===== src/rtl/tsw_pkg.sv =====
package tsw_pkg;
  localparam int unsigned ADDR_W = 4;
  localparam int unsigned DATA_W = 16;
  localparam int unsigned IDX_W  = ADDR_W - 1;

  // word index = byte address >> 1
  localparam logic [IDX_W-1:0] IDX_RELOAD = 3'd0;
  localparam logic [IDX_W-1:0] IDX_STSA   = 3'd1;
  localparam logic [IDX_W-1:0] IDX_STSB   = 3'd2;
  localparam logic [IDX_W-1:0] IDX_CTRL   = 3'd3;
  localparam logic [IDX_W-1:0] IDX_INIT   = 3'd4;
  localparam logic [IDX_W-1:0] IDX_EVEN   = 3'd5;

  // field positions software decodes
  localparam int unsigned BIT_TO       = 3;
  localparam int unsigned BIT_SEC      = 1;
  localparam int unsigned BIT_BOOT     = 2;
  localparam int unsigned BIT_HALT     = 11;
  localparam int unsigned BIT_NOREBOOT = 0;
  localparam int unsigned BIT_EVEN     = 13;
endpackage


===== src/rtl/tsw_cfg.sv =====
module tsw_cfg
  import tsw_pkg::*;
#(
  parameter int unsigned CNT_W    = 10,
  parameter int unsigned MIN_INIT = 4,
  parameter int unsigned RST_INIT = 4
) (
  input  logic              clk_i,
  input  logic              rst_ni,
  input  logic              we_i,
  input  logic [ADDR_W-1:0] addr_i,
  input  logic [DATA_W-1:0] wdata_i,
  output logic [DATA_W-1:0] rdata_o,
  input  logic [CNT_W-1:0]  cnt_i,
  input  logic              to_sts_i,
  input  logic              sec_sts_i,
  input  logic              boot_sts_i,
  output logic              halt_o,
  output logic              noreboot_o,
  output logic              evten_o,
  output logic [CNT_W-1:0]  init_o,
  output logic              reload_o,
  output logic              clr_to_o,
  output logic              clr_sec_o,
  output logic              clr_boot_o
);
  logic [IDX_W-1:0]  idx;
  logic              word_ok;
  logic              wr_reload, wr_stsa, wr_stsb, wr_ctrl, wr_init, wr_even;
  logic              init_en, ctrl_en, even_en;
  logic [DATA_W-1:0] init_q, init_d;
  logic              halt_q, halt_d, nr_q, nr_d, even_q, even_d;

  assign idx     = addr_i[ADDR_W-1:1];
  assign word_ok = we_i && !addr_i[0];

  always_comb begin
    wr_reload = word_ok && (idx == IDX_RELOAD);
    wr_stsa   = word_ok && (idx == IDX_STSA);
    wr_stsb   = word_ok && (idx == IDX_STSB);
    wr_ctrl   = word_ok && (idx == IDX_CTRL);
    wr_init   = word_ok && (idx == IDX_INIT);
    wr_even   = word_ok && (idx == IDX_EVEN);
  end

  // next-state
  always_comb begin
    init_en = wr_init && (wdata_i[CNT_W-1:0] >= CNT_W'(MIN_INIT));
    ctrl_en = wr_ctrl;
    even_en = wr_even;
    init_d  = wdata_i;
    halt_d  = wdata_i[BIT_HALT];
    nr_d    = wdata_i[BIT_NOREBOOT];
    even_d  = wdata_i[BIT_EVEN];
  end

  always_ff @(posedge clk_i or negedge rst_ni) begin
    if (!rst_ni) begin
      init_q <= DATA_W'(RST_INIT);
      halt_q <= 1'b1;
      nr_q   <= 1'b1;
      even_q <= 1'b0;
    end else begin
      if (init_en) init_q <= init_d;
      if (ctrl_en) begin
        halt_q <= halt_d;
        nr_q   <= nr_d;
      end
      if (even_en) even_q <= even_d;
    end
  end

  assign halt_o     = halt_q;
  assign noreboot_o = nr_q;
  assign evten_o    = even_q;
  assign init_o     = init_q[CNT_W-1:0];
  assign reload_o   = wr_reload;
  assign clr_to_o   = wr_stsa && wdata_i[BIT_TO];
  assign clr_sec_o  = wr_stsb && wdata_i[BIT_SEC];
  assign clr_boot_o = wr_stsb && wdata_i[BIT_BOOT];

  always_comb begin
    rdata_o = '0;
    if (!addr_i[0]) begin
      case (idx)
        IDX_RELOAD: rdata_o[CNT_W-1:0] = cnt_i;
        IDX_STSA:   rdata_o[BIT_TO] = to_sts_i;
        IDX_STSB: begin
          rdata_o[BIT_SEC]  = sec_sts_i;
          rdata_o[BIT_BOOT] = boot_sts_i;
        end
        IDX_CTRL: begin
          rdata_o[BIT_HALT]     = halt_q;
          rdata_o[BIT_NOREBOOT] = nr_q;
        end
        IDX_INIT:   rdata_o = init_q;
        IDX_EVEN:   rdata_o[BIT_EVEN] = even_q;
        default:    rdata_o = '0;
      endcase
    end
  end

  // a write with a low field under the floor leaves the register alone
  p_init_reject_r4: assert property (@(posedge clk_i) disable iff (!rst_ni)
    (wr_init && (wdata_i[CNT_W-1:0] < CNT_W'(MIN_INIT))) |=> $stable(init_q));

  // control write is reflected on the next cycle
  p_ctrl_wr_r11: assert property (@(posedge clk_i) disable iff (!rst_ni)
    wr_ctrl |=> (halt_o == $past(wdata_i[BIT_HALT])));
endmodule


===== src/rtl/tsw_counter.sv =====
module tsw_counter #(
  parameter int unsigned CNT_W    = 10,
  parameter int unsigned RST_INIT = 4
) (
  input  logic             clk_i,
  input  logic             rst_ni,
  input  logic             tick_i,
  input  logic             halt_i,
  input  logic             freeze_i,
  input  logic             reload_i,
  input  logic [CNT_W-1:0] init_i,
  output logic [CNT_W-1:0] cnt_o,
  output logic             expire_o
);
  logic [CNT_W-1:0] cnt_q, cnt_d;
  logic             active, at_zero, cnt_en;

  always_comb begin
    active   = tick_i && !halt_i && !freeze_i && !reload_i;
    at_zero  = (cnt_q == '0);
    expire_o = active && at_zero;
    cnt_en   = !freeze_i && (reload_i || active);
    if (reload_i || at_zero) cnt_d = init_i;
    else                     cnt_d = cnt_q - CNT_W'(1);
  end

  always_ff @(posedge clk_i or negedge rst_ni) begin
    if (!rst_ni)     cnt_q <= CNT_W'(RST_INIT);
    else if (cnt_en) cnt_q <= cnt_d;
  end

  assign cnt_o = cnt_q;

  // halted count does not move unless reloaded
  p_halt_hold_r2: assert property (@(posedge clk_i) disable iff (!rst_ni)
    (halt_i && !reload_i) |=> $stable(cnt_q));

  // an active tick above zero lowers the count by one
  p_decrement_r2: assert property (@(posedge clk_i) disable iff (!rst_ni)
    (tick_i && !halt_i && !freeze_i && !reload_i && (cnt_q != '0))
      |=> (cnt_q == $past(cnt_q) - CNT_W'(1)));

  // frozen count never changes
  p_freeze_hold_r9: assert property (@(posedge clk_i) disable iff (!rst_ni)
    freeze_i |=> $stable(cnt_q));
endmodule


===== src/rtl/tsw_stage.sv =====
module tsw_stage (
  input  logic clk_i,
  input  logic rst_ni,
  input  logic expire_i,
  input  logic clr_to_i,
  input  logic clr_sec_i,
  input  logic clr_boot_i,
  input  logic evten_i,
  input  logic noreboot_i,
  output logic to_sts_o,
  output logic sec_sts_o,
  output logic boot_sts_o,
  output logic evt_o,
  output logic sysrst_o,
  output logic freeze_o
);
  logic to_q, to_d, sec_q, sec_d, boot_q, boot_d;
  logic evt_q, evt_d, rst_q, rst_d, frz_q, frz_d;
  logic first_exp, second_exp;

  always_comb begin
    first_exp  = expire_i && !to_q;
    second_exp = expire_i && to_q;
    to_d   = (to_q && !clr_to_i) || first_exp;
    sec_d  = (sec_q && !clr_sec_i) || second_exp;
    boot_d = (boot_q && !clr_boot_i) || second_exp;
    evt_d  = first_exp && evten_i;
    rst_d  = second_exp && !noreboot_i;
    frz_d  = frz_q || rst_d;
  end

  always_ff @(posedge clk_i or negedge rst_ni) begin
    if (!rst_ni) begin
      to_q   <= 1'b0;
      sec_q  <= 1'b0;
      boot_q <= 1'b0;
      evt_q  <= 1'b0;
      rst_q  <= 1'b0;
      frz_q  <= 1'b0;
    end else begin
      to_q   <= to_d;
      sec_q  <= sec_d;
      boot_q <= boot_d;
      evt_q  <= evt_d;
      rst_q  <= rst_d;
      frz_q  <= frz_d;
    end
  end

  assign to_sts_o   = to_q;
  assign sec_sts_o  = sec_q;
  assign boot_sts_o = boot_q;
  assign evt_o      = evt_q;
  assign sysrst_o   = rst_q;
  assign freeze_o   = frz_q;

  // reset request lasts a single cycle
  p_rst_single_r9: assert property (@(posedge clk_i) disable iff (!rst_ni)
    sysrst_o |=> !sysrst_o);

  // a reset request is always accompanied by the second-timeout flag
  p_rst_flag_r8: assert property (@(posedge clk_i) disable iff (!rst_ni)
    sysrst_o |-> sec_sts_o);

  // event pulse only when the first-stage flag is up
  p_evt_flag_r6: assert property (@(posedge clk_i) disable iff (!rst_ni)
    evt_o |-> to_sts_o);

  // a blocked second expiry produces no request
  p_noreboot_r10: assert property (@(posedge clk_i) disable iff (!rst_ni)
    (expire_i && to_q && noreboot_i) |=> !sysrst_o);
endmodule


===== src/rtl/twostage_wdt.sv =====
module twostage_wdt
  import tsw_pkg::*;
#(
  parameter int unsigned CNT_W    = 10,
  parameter int unsigned MIN_INIT = 4,
  parameter int unsigned RST_INIT = 4
) (
  input  logic              clk_i,
  input  logic              rst_ni,
  input  logic              tick_i,
  input  logic              we_i,
  input  logic [ADDR_W-1:0] addr_i,
  input  logic [DATA_W-1:0] wdata_i,
  output logic [DATA_W-1:0] rdata_o,
  output logic              evt_o,
  output logic              sysrst_o
);
  logic [CNT_W-1:0] cnt, init;
  logic halt, noreboot, evten, reload, clr_to, clr_sec, clr_boot;
  logic to_sts, sec_sts, boot_sts, expire, freeze;

  tsw_cfg #(.CNT_W(CNT_W), .MIN_INIT(MIN_INIT), .RST_INIT(RST_INIT)) u_cfg (
    .clk_i(clk_i), .rst_ni(rst_ni), .we_i(we_i), .addr_i(addr_i),
    .wdata_i(wdata_i), .rdata_o(rdata_o), .cnt_i(cnt),
    .to_sts_i(to_sts), .sec_sts_i(sec_sts), .boot_sts_i(boot_sts),
    .halt_o(halt), .noreboot_o(noreboot), .evten_o(evten), .init_o(init),
    .reload_o(reload), .clr_to_o(clr_to), .clr_sec_o(clr_sec),
    .clr_boot_o(clr_boot)
  );

  tsw_counter #(.CNT_W(CNT_W), .RST_INIT(RST_INIT)) u_cnt (
    .clk_i(clk_i), .rst_ni(rst_ni), .tick_i(tick_i), .halt_i(halt),
    .freeze_i(freeze), .reload_i(reload), .init_i(init),
    .cnt_o(cnt), .expire_o(expire)
  );

  tsw_stage u_stage (
    .clk_i(clk_i), .rst_ni(rst_ni), .expire_i(expire),
    .clr_to_i(clr_to), .clr_sec_i(clr_sec), .clr_boot_i(clr_boot),
    .evten_i(evten), .noreboot_i(noreboot),
    .to_sts_o(to_sts), .sec_sts_o(sec_sts), .boot_sts_o(boot_sts),
    .evt_o(evt_o), .sysrst_o(sysrst_o), .freeze_o(freeze)
  );
endmodule


===== config.mk =====
export PLATFORM = sky130hd
export DESIGN_NAME = twostage_wdt
export DESIGN_NICKNAME = d
export VERILOG_FILES = /design/src/rtl/tsw_pkg.sv /design/src/rtl/tsw_cfg.sv /design/src/rtl/tsw_counter.sv /design/src/rtl/tsw_stage.sv /design/src/rtl/twostage_wdt.sv
export SDC_FILE = /design/constraint.sdc
export NUM_CORES = 1
export LEC_CHECK = 0
export BUFFER_PORTS_ARGS = -buffer_cell sky130_fd_sc_hd__buf_2
export CAP_MARGIN = 5
export CORE_MARGIN = 2
export CORE_UTILIZATION = 35
export CTS_CLUSTER_SIZE = 16
export DETAILED_ROUTE_END_ITERATION = 12
export HOLD_SLACK_MARGIN = 0.08
export PLACE_DENSITY_LB_ADDON = 0.15
export SETUP_SLACK_MARGIN = 0.5
export SLEW_MARGIN = 20
export SYNTH_ARGS = -nofsm -noshare
export SYNTH_HDL_FRONTEND = slang
export SYNTH_HIERARCHICAL = 1
export SYNTH_SLANG_ARGS = --single-unit
export TNS_END_PERCENT = 10

===== constraint.sdc =====
create_clock -name clk_i -period 3.2 [get_ports clk_i]
set_input_delay 0.16 -clock clk_i [delete_from_list [all_inputs] [get_ports clk_i]]
set_output_delay 0.16 -clock clk_i [all_outputs]
set_load 0.05 [all_outputs]

; ---- Word level (Yosys, flattened, before mapping)
; Cells that the tools add are included.
[word_totals]
register_bits = 35
inputBits = 24
out_inout_bits = 18
wordCells = 69
[op_classes]
n_addsub = 1
order_cmp = 1
n_eq_ne = 5
mux = 11
reduce_logical = 40
[op_table]
columns = cell, n
row1 = $logic_and 1x1->1, 23
row2 = $mux 16, 1
row3 = $pmux 6 s2, 1
row4 = $ge 10x3->1 const B, 1
row5 = $logic_not 10->1, 1
row6 = $mux 10, 1
row7 = $sub 10x1->10 const B, 1
row8 = $logic_not 1->1, 9
row9 = $eq 3x2->1 const B, 2
row10 = $eq 3x3->1 const B, 2
row11 = $logic_or 1x1->1, 6
row12 = $pmux 1 s3, 2
row13 = $pmux 2 s3, 1
row14 = $pmux 1 s2, 2
row15 = $eq 3x1->1 const B, 1
row16 = $logic_not 3->1, 1
row17 = $mux 1, 2
row18 = $mux 2, 1

; ---- Depth between registers and ports, before layout
[logic_depth]
ltp_word = 9
mapped_depth = 8
depth_no_buf = 7

; ---- Modules after synthesis
; The synthesis kept the hierarchy.
[by_module_without_submodules]
columns = module, instances, cells_each, area_each_um2, seq_area_each_um2
row1 = tsw_cfg, 1, 110, 1216.2, 479.2
row2 = tsw_counter, 1, 81, 755.7, 251.5
row3 = tsw_stage, 1, 17, 205.2, 150.1

; ---- Worst setup path after synthesis
; No wires, ideal clock.
[synth_timing]
path_type = in2reg
start = input addr_i[3]
end = register u_cnt.cnt_q[0] (netlist: u_cnt/cnt_o[0])
setup_time_ps = 127
arrival_ps = 2037
t_required_ps = 3073
slack_ps = 1036
stages = 7
n_path_buf = 2
path_cell_list = clkbuf_1 clkbuf_1 nor3_1 inv_1 a21oi_1 nor2_1 a311o_2
[synth_between]
elab_chain_cells = 6
elab_cells_between_ends = 8
classes_between = 1 x mux / 7 x reduce/logical
[synth_lines]
columns = element, line_no
row1 = start: declaration, twostage_wdt.sv:12  ; input logic [ADDR_W-1:0] addr_i,
row2 = $logic_not 3->1 (*), tsw_cfg.sv:38  ; wr_reload = word_ok && (idx == IDX_RELOAD);
row3 = $logic_and 1x1->1 (*), tsw_cfg.sv:38
row4 = net reload, twostage_wdt.sv:19  ; logic halt, noreboot, evten, reload, clr_to, clr_sec, clr_boot;
row5 = $logic_not 1->1, tsw_counter.sv:19  ; active = tick_i && !halt_i && !freeze_i && !reload_i;
row6 = $logic_and 1x1->1, tsw_counter.sv:19
row7 = $logic_or 1x1->1, tsw_counter.sv:22  ; cnt_en = !freeze_i && (reload_i || active);
row8 = $logic_and 1x1->1, tsw_counter.sv:22
row9 = end signal: assignment, tsw_counter.sv:28  ; if (!rst_ni) cnt_q <= CNT_W'(RST_INIT);
row10 = end signal: assignment, tsw_counter.sv:29  ; else if (cnt_en) cnt_q <= cnt_d;
row11 = end: declaration, tsw_counter.sv:15  ; logic [CNT_W-1:0] cnt_q, cnt_d;
; Mark *: on every way through the listed nets, which the timed path passes. The rest lies on a longest branch.
; A chain may end at the register's enable or synchronous reset.

; ---- Final worst setup path
[layout_timing]
start = input addr_i[1]
end = register u_cnt.cnt_q[0] (netlist: u_cnt/cnt_o[0])
; Same word-level chain as after synthesis.

==> flow_summary.toml <==
[run_status]
status = "finished, final reports clean"

[placement]
gp_congestion = 0.775
dp.cells = 307
hpwlAfterDp_um = 3600
io_buffer_count = 41

[power]
peakVddDrop_mv = 0.289
p_per_area_nw_per_um2 = 638
p_leak_nw = 1.14
total_power_w = 0.00157

[route]
drtAntennaViolNets = 0
drc_errors = 0
wl_per_cell_um = 15.8
met1_length_um = 2510
vias = 1666
routed_wl_um = 5010
avgViaCountPerCell = 5.26
detail_route.iter0.violations = 101
met3_wirelength_um = 148
drt_first_pass_iters = 4
met2WireLength_um = 2280
dr.max_layer_used = "met4"

[timing]
hold_ws_ns = 0.0872
clock-skew-final_ns = 0.00502
worst_pin_slew_ns = 0.831
min_period_ns = 2.21
max_freq_ghz = 0.453
timing.final.crit_share_pct = 69.0
maxSlewViolCount = 0
final-hold-violation-count = 0
tns_ns = 0
maxSlewHeadroom_pct = 44.1
setup_viol = 0
rsz0062_at_grt = "no"

[yosys]
syn_avg_cell_area_um2 = 10.5
synth-compound-area-share_pct = 13.6
synthArstFlopShare_pct = 100
synthXorXnorAreaFrac_pct = 0
synth_area_leaders = "dfrtp_1 (36%), mux2_4 (6.9%), mux2i_1 (6.4%)"
synth.mux.area_fraction_pct = 18.0
synthSimpleGateAreaFrac_pct = 19.9
synth_top_family_by_area = "simple AND/OR/NAND/NOR gates"
synth-seq-cells = 35
synth_ff_type = "dfrtp_1"
synth_largest_area_cell = "dfrtp_1"
syn_area_um2 = 2180
synth_nets = 233
synth_cells = 208
ys_seq_area_share_pct = 40.5
ys_types = 51
yosys_warnings = 6
synth_adder_area_share_pct = 0.575
synth-edff-count = 0
synth_top_area_share_pct = 35.6

[global_route]
grt_pass1_vias = 1565
grt_max_degree = 36
grt_pass1_wl_um = 8310
antenna_found_initial = 0
overflow = 0
grt_util_all_layers_pct = 15.0

[finish]
diodes = 0
drive_gt1_share_pct = 33.9
finalNetCount = 266
final_cells = 317
area_growth_syn_to_layout_pct = 12.9
n_fill_cell = 610

[setup_path]
required_ns = 3.38
slowest_delay_ns = 0.64
critPathBufInv = 3
crit_chain = "buf_2 -> or3b_4 -> nor3_1 -> inv_1 -> a21oi_1 -> buf_4 -> nor2_1 -> a311o_2"
worstSetupPathType = "input port to flip-flop"
worst_setup_path_start_kind = "input port"
crit_family = "simple AND/OR/NAND/NOR gates"
arrival_ns = 2.38
end_kind = "flip-flop"
crit_path_top_delay_cell = "nor3_1"
crit_fanout = 11

[clock_network]
insertion_delay_ns = 0.29
cts_sinks = 35
cts_root_buf = "clkbuf_8"
post_cts_buffers = 0
clock_path_buffers = 2
htree_levels = 2
cts_buffers = 5
cts_tree = "done"
clkTransAtPathRegs_ns = 0.07

[floorplan]
io_pins = 42
die_w_um = 82.9
row_count = 28
die_h_um = 82.9
core_area_um2 = 5960
fp.dieArea_um2 = 6870
start_util_pct = 36.6

[hold_path]
hold_path.class = "input port to flip-flop"

[run]
maxCapViolCount = 0
cell usage in the layout (no fill, tap or decap), types with 2 or more instances in the layout:
cell            n
or2_0           2
clkbuf_8        5
nor3b_1         2
mux2_1          6
a21oi_1         7
mux2_4         10
a21o_1          2
nand2_1        10
nand2b_1        4
nand4_1         2
dlygate4sd3_1   2
inv_1           5
a21boi_1        2
nor2_1         18
dfstp_2         4
a2bb2oi_1       4
buf_4           3
nor4_1          5
buf_2          41
nand3b_1        4
a21oi_2         4
clkbuf_1        2
mux2i_1        14
and2_1          2
and3_1          5
nand3_1         4
o21ai_0         4
o21bai_1        2
nor3_1         10
dfrtp_1        31
mux2_2          3
cells in the mapped netlist, drive strengths merged, types with 4 or more instances:
cell	instances
nor2	18
inv	5
and3	5
nand2	11
nand2b	4
buf	15
o21ai	4
nor3	10
mux2	19
dfrtp	31
mux2i	14
nand3	4
nand3b	4
dfstp	4
nor4	5
a2bb2oi	4
clkbuf	5
a21oi	11
cell type report:
type | count | area (µm²) | share of cell area [%]
multi-input combinational | 148 | 1130 | 46.2
sequential | 35 | 881 | 35.8
timing repair buffer | 46 | 248 | 10.1
tap | 75 | 93.8 | 3.82
clock buffer | 7 | 76.3 | 3.11
inverter | 5 | 18.8 | 0.764
clock inverter | 1 | 5.00 | 0.204
metal layers:
metal / up-vias / GRT usage (%)
met5: - / 0
met4: 0 / 4.02
met3: 5 / 3.18
met2: 29 / 22.4
met1: 822 / 21.9
li1: 810 / -
logic make-up (layout without fill, tap and decap cells):
kind of cell	Yosys count	in the layout
compound gates	36	36
fa+ha+maj	1	1
buf+inv	25	59
flops	35	35
mux	33	33
simple gates	78	78
worst paths after layout:
path / to / depth (start not counted) / from / slack, ns
max: u_cnt/cnt_o[0] / 8 / addr_i[1] / 0.99
min: u_cfg/init_q[12] / 2 / wdata_i[12] / 0.09
max reg2reg: u_stage/freeze_o / 7 / u_cnt/cnt_o[0] / 1.03
min reg2reg: u_cfg/init_q[15] / 1 / u_cfg/init_q[15] / 0.48
max in group asynchronous: u_cfg/init_q[5] / 2 / rst_ni / 2.17
min in group asynchronous: u_stage/evt_o / 2 / rst_ni / 0.51
power by group:
group | total [W] | switching, W | internal, W
logic | 0.000490 | 0.000244 | 0.000246
registers | 0.000765 | 0.000182 | 0.000584
clock network | 0.000312 | 0.000159 | 0.000153
repair_timing:
item                                   4_1_cts  5_1_grt
gates resized for setup                      0        0
hold buffers                                 1        1
endpoints found under the hold margin       31        1
registers in the layout, summed over array words and instances, names as in the netlist:
signal              cells
u_cfg/init_q           16
u_cnt/cnt_o            10
u_cfg/evten_o           1
u_cfg/halt_o            1
u_cfg/noreboot_o        1
u_stage/boot_sts_o      1
u_stage/evt_o           1
u_stage/freeze_o        1
u_stage/sec_sts_o       1
u_stage/sysrst_o        1
u_stage/to_sts_o        1
per-stage QoR:
step	area [µm²]	utilization [%]	setup slack, ns
2_1_floorplan	2180	-	1.04
3_3_place_gp	2360	39.6	0.732
3_5_place_dp	2360	39.6	0.691
4_1_cts	2450	41.1	1.01
5_1_grt	2460	41.3	0.788
6_report	2460	41.3	0.991
Power figures use the tool's default switching activity.
